`src/rtl/pg_pkg.sv`:
```
package pg_pkg;

    typedef enum logic [2:0] {
        PG_IDLE    = 3'd0,
        PG_HI_LOAD = 3'd1,
        PG_HI_RUN  = 3'd2,
        PG_LO_LOAD = 3'd3,
        PG_LO_RUN  = 3'd4
    } pg_state_e;

    localparam int PG_NUM_STATES  = 5;
    localparam int PG_STATE_BITS  = 3;

    localparam int PG_ENC_BINARY  = 0;
    localparam int PG_ENC_ONEHOT  = 1;
    localparam int PG_ENC_GRAY    = 2;

    function automatic logic pg_is_high(pg_state_e s);
        return (s == PG_HI_LOAD) || (s == PG_HI_RUN);
    endfunction

    function automatic int pg_cnt_width(int a, int b);
        int m;
        m = (a > b) ? a : b;
        return $clog2(m) + 1;
    endfunction

endpackage

```
`src/rtl/pg_phase_counter.sv`:
```
module pg_phase_counter import pg_pkg::*; #(
    parameter int CNT_W    = 4,
    parameter int LOAD_VAL = 5
) (
    input  logic             clk,
    input  logic             rst,
    input  logic             load_i,
    input  logic             dec_i,
    output logic [CNT_W-1:0] count_o
);

    always_ff @(posedge clk) begin
        if (rst) begin
            count_o <= '0;
        end else if (load_i) begin
            count_o <= CNT_W'(LOAD_VAL);
        end else if (dec_i && (count_o != '0)) begin
            count_o <= count_o - 1'b1;
        end
    end

endmodule

```
`src/rtl/pg_fsm.sv`:
```
module pg_fsm import pg_pkg::*; #(
    parameter int STATE_ENC    = PG_ENC_BINARY,
    parameter bit Q_REGISTERED = 1'b0,
    parameter int CNT_W        = 4
) (
    input  logic             clk,
    input  logic             rst,
    input  logic             trig_i,
    input  logic [CNT_W-1:0] hi_cnt_i,
    input  logic [CNT_W-1:0] lo_cnt_i,
    output pg_state_e        state_o,
    output logic             hi_load_o,
    output logic             hi_dec_o,
    output logic             lo_load_o,
    output logic             lo_dec_o,
    output logic             pulse_o
);

    localparam int SW = (STATE_ENC == PG_ENC_ONEHOT) ? PG_NUM_STATES : PG_STATE_BITS;

    function automatic logic [SW-1:0] encode(pg_state_e s);
        logic [SW-1:0] code;
        if (STATE_ENC == PG_ENC_ONEHOT) begin
            code = SW'(1) << s;
        end else if (STATE_ENC == PG_ENC_GRAY) begin
            code = SW'(s ^ (s >> 1));
        end else begin
            code = SW'(s);
        end
        return code;
    endfunction

    function automatic pg_state_e decode(logic [SW-1:0] code);
        pg_state_e r;
        r = PG_IDLE;
        for (int i = 0; i < PG_NUM_STATES; i++) begin
            if (encode(pg_state_e'(i)) == code) begin
                r = pg_state_e'(i);
            end
        end
        return r;
    endfunction

    logic [SW-1:0] state_q;
    pg_state_e     cur;
    pg_state_e     nxt;

    always_comb begin
        cur = decode(state_q);
    end

    always_comb begin
        nxt = cur;
        case (cur)
            PG_IDLE:    if (trig_i) nxt = PG_HI_LOAD;
            PG_HI_LOAD: nxt = PG_HI_RUN;
            PG_HI_RUN:  if (hi_cnt_i <= CNT_W'(1)) nxt = PG_LO_LOAD;
            PG_LO_LOAD: nxt = PG_LO_RUN;
            PG_LO_RUN:  if (lo_cnt_i <= CNT_W'(1)) nxt = PG_IDLE;
            default:    nxt = PG_IDLE;
        endcase
    end

    always_ff @(posedge clk) begin
        if (rst) begin
            state_q <= encode(PG_IDLE);
        end else begin
            state_q <= encode(nxt);
        end
    end

    assign state_o   = cur;
    assign hi_load_o = (cur == PG_HI_LOAD);
    assign hi_dec_o  = (cur == PG_HI_RUN);
    assign lo_load_o = (cur == PG_LO_LOAD);
    assign lo_dec_o  = (cur == PG_LO_RUN);

    generate
        if (Q_REGISTERED) begin : g_q_reg
            logic q_r;
            always_ff @(posedge clk) begin
                if (rst) begin
                    q_r <= 1'b0;
                end else begin
                    q_r <= pg_is_high(nxt);
                end
            end
            assign pulse_o = q_r;
        end else begin : g_q_dec
            assign pulse_o = pg_is_high(cur);
        end
    endgenerate

endmodule

```
`src/rtl/trig_pulse_gen.sv`:
```
module trig_pulse_gen import pg_pkg::*; #(
    parameter int HIGH_CYCLES  = 6,
    parameter int HOLD_CYCLES  = 10,
    parameter int STATE_ENC    = PG_ENC_BINARY,
    parameter bit Q_REGISTERED = 1'b0
) (
    input  logic clk,
    input  logic rst,
    input  logic trig_i,
    output logic pulse_o
);

    localparam int CNT_W = pg_cnt_width(HIGH_CYCLES, HOLD_CYCLES);

    pg_state_e        cur_state;
    logic             hi_load, hi_dec, lo_load, lo_dec;
    logic [CNT_W-1:0] hi_cnt, lo_cnt;

    pg_fsm #(
        .STATE_ENC    (STATE_ENC),
        .Q_REGISTERED (Q_REGISTERED),
        .CNT_W        (CNT_W)
    ) u_fsm (
        .clk       (clk),
        .rst       (rst),
        .trig_i    (trig_i),
        .hi_cnt_i  (hi_cnt),
        .lo_cnt_i  (lo_cnt),
        .state_o   (cur_state),
        .hi_load_o (hi_load),
        .hi_dec_o  (hi_dec),
        .lo_load_o (lo_load),
        .lo_dec_o  (lo_dec),
        .pulse_o   (pulse_o)
    );

    pg_phase_counter #(
        .CNT_W    (CNT_W),
        .LOAD_VAL (HIGH_CYCLES - 1)
    ) u_hi_cnt (
        .clk     (clk),
        .rst     (rst),
        .load_i  (hi_load),
        .dec_i   (hi_dec),
        .count_o (hi_cnt)
    );

    pg_phase_counter #(
        .CNT_W    (CNT_W),
        .LOAD_VAL (HOLD_CYCLES - 1)
    ) u_lo_cnt (
        .clk     (clk),
        .rst     (rst),
        .load_i  (lo_load),
        .dec_i   (lo_dec),
        .count_o (lo_cnt)
    );

endmodule

```
`config.mk`:
```
export PLATFORM = sky130hd
export DESIGN_NAME = trig_pulse_gen
export DESIGN_NICKNAME = d
export VERILOG_FILES = /design/src/rtl/pg_pkg.sv /design/src/rtl/pg_phase_counter.sv /design/src/rtl/pg_fsm.sv /design/src/rtl/trig_pulse_gen.sv
export SDC_FILE = /design/constraint.sdc
export NUM_CORES = 1
export LEC_CHECK = 0
export BUFFER_PORTS_ARGS = -buffer_cell sky130_fd_sc_hd__buf_2
export CORE_AREA = 2 2 39 41
export CTS_CLUSTER_SIZE = 24
export DETAILED_ROUTE_END_ITERATION = 7
export DIE_AREA = 0 0 41 43
export PLACE_DENSITY = 0.8
export SYNTH_ARGS = -nofsm -noshare
export SYNTH_HDL_FRONTEND = slang
export SYNTH_HIERARCHICAL = 1
export SYNTH_SLANG_ARGS = --single-unit
export TNS_END_PERCENT = 1
```
`constraint.sdc`:
```
create_clock -name clk -period 3.45 [get_ports clk]
set_clock_uncertainty 0.2 [all_clocks]
set_input_delay 0.5175 -clock clk [delete_from_list [all_inputs] [get_ports clk]]
set_output_delay 0.5175 -clock clk [all_outputs]
set_load 0.1 [all_outputs]
```
==> results.cfg <==
[pwr]
swShare_pct = 38.96
p_int_w = 0.0002640
p_leak_nw = 0.2995
ir_drop_mv = 0.2814
pwr-share-seq_pct = 43.6
power_frac_clock_pct = 21.9
power_density_nw_per_um2 = 545.3
netSwitchingPower_w = 0.0001685
p_comb_share_pct = 34.5
total_power_w = 0.0004326

[floorplanning]
die-area_um2 = 1763
core-area_um2 = 1384
start_util_pct = 54.79
rows = 14
io_pins = 4
die_h_um = 43
die_x_um = 41

[place]
port_buffers = 3
place.gp.congestion = 0.7154
placed_area_um2 = 767.0
hpwlAfterDp_mm = 1.145

[layout]
multiInputGateArea_um2 = 441.7
antenna-diode-count = 0
regArea_um2 = 260.3
drive_above_1_share_pct = 13.64
nets = 96
fin_util_pct = 57.32
syn_to_final_growth_pct = 4.621
nFillCells = 137
final_area_um2 = 793.3

[grt]
grt_use_total_pct = 20.67
grt_pass1_wl_mm = 2.387
grt_start_max_net_pins = 15
antenna_found_initial = 0
grt_pass1_vias = 553
gr-total-overflow = 0

[cts]
cts_hold_buffers = 0
clock-sinks = 13
clk-insertion-delay-late_ps = 270
h-tree-depth = 1
cts_tree = built
cts-root-buf = clkbuf_4
ctsResizeCount = 0
post_cts_buffers = 0
clk_pin_slew_ps = 80
clockBufferDepth = 2
cts_buffers = 3

[sta]
fmax_ghz = 0.4370
slew_violations = 0
period_needed_ps = 2289
finalSetupViolCount = 0
final-hold-violation-count = 0
period_share_pct = 66.33
relSlewSlack_pct = 59.02
worst_pin_slew_ps = 613.3
rsz0062_at_grt = false
tns_ps = 0

[critical_path]
crit_type = flop to flop
max_stage_delay_ps = 560
critPathSlowestCell = nor3b_1
cp.buffers_inverters = 0
startpoint_type = flop
cp_data_arrival_time_ps = 2300
worst-endpoint-required_ps = 3460
worstPathCellList = nor3b_1 > or4b_1 > or3_1 > a21oi_1
crit_family = simple AND/OR/NAND/NOR gates
cp_max_fo = 8
end_kind = flop

[routing]
num_vias = 621
totalWireLength_mm = 1.534
vias_per_cell = 5.971
avgRoutedWirePerCell_um = 14.75
drc_errors = 0
first_pass_iters = 4
ant_nets = 0
drtIter0Drc = 6

[run_status]
outcome = complete, no violations

[run]
drv_cap = 0

[synth]
syn_area_um2 = 758.2
avgSynthCellArea_um2 = 9.027
yosys_warnings = 6
mappedNetlistNets = 91
synthCells = 84

[worst_hold_path]
holdCritPathClass = primary input to flop
==> cell type report <==
cell class,instances,area share (%)
Timing Repair Buffer,3,1.893
Clock buffer,4,3.312
Tap cell,16,2.524
Inverter,8,3.785
Multi-Input combinational cell,60,55.68
Sequential cell,13,32.81
==> worst reg2reg max path, stage by stage, from the launching register on <==
cell     delay [ps]
dfxtp_1         470
nor3b_1         560
or4b_1          520
or3_1           360
a21oi_1         120
==> power groups by stage <==
stage | registers, W | logic (W) | clock network, W
after floorplan | 0.000177 | 0.000138 | 0
after global placement | 0.000190 | 0.000141 | 0
after detailed placement | 0.000192 | 0.000148 | 0
after CTS | 0.000188 | 0.000149 | 0.0000974
after global routing | 0.000191 | 0.000163 | 0.000108
final | 0.000188 | 0.000149 | 0.0000947
==> layout by cell type (no fill, tap or decap), drive strengths merged <==
| cell type | count |
|---|---|
| and3 | 3 |
| and2b | 1 |
| nor3b | 3 |
| o31a | 1 |
| xnor2 | 1 |
| inv | 8 |
| nand2 | 5 |
| o21a | 1 |
| o41ai | 2 |
| nor4bb | 2 |
| a31oi | 1 |
| mux2i | 2 |
| a21oi | 9 |
| o21ai | 1 |
| or4b | 3 |
| a21o | 1 |
| or3b | 1 |
| nor3 | 5 |
| nand3 | 2 |
| buf | 3 |
| nor4b | 2 |
| nor4 | 3 |
| nor2 | 3 |
| ha | 4 |
| a211oi | 1 |
| dfxtp | 13 |
| clkbuf | 4 |
| nor2b | 1 |
| or3 | 2 |
==> flip-flops by register name, summed over array words and instances (netlist names) <==
register,cells
u_fsm/state_q,3
u_hi_cnt/count_o,5
u_lo_cnt/count_o,5
==> through the flow <==
step / hold slack [ps] / setup slack, ps / std cells
after floorplan: 279.5 / 915.8 / 84
after CTS: 316.2 / 1161 / 104
final: 329.5 / 1161 / 104
after global routing: 345.8 / 1040 / 104
after global placement: 302.2 / 1264 / 100
after detailed placement: 329.6 / 1166 / 100
==> layer usage <==
metal | track usage, % | wire [um] | share of wire [%]
met3 | 4.712 | 29 | 1.9
met2 | 35.94 | 867 | 57
met5 | 0 | 0 | 0
met1 | 21.52 | 623 | 41
met4 | 10.00 | 14 | 0.91
==> worst paths after layout <==
kind | slack [ps] | start | endpoint | depth (start not counted)
min | 330 | trig_i | u_fsm/state_q[0] | 3
max | 1160 | u_fsm/state_q[2] | u_lo_cnt/count_o[3] | 4
min reg2reg | 340 | u_hi_cnt/count_o[3] | u_hi_cnt/count_o[3] | 2
max reg2reg | 1160 | u_fsm/state_q[2] | u_lo_cnt/count_o[3] | 4
(Power assumes the default switching activity.)
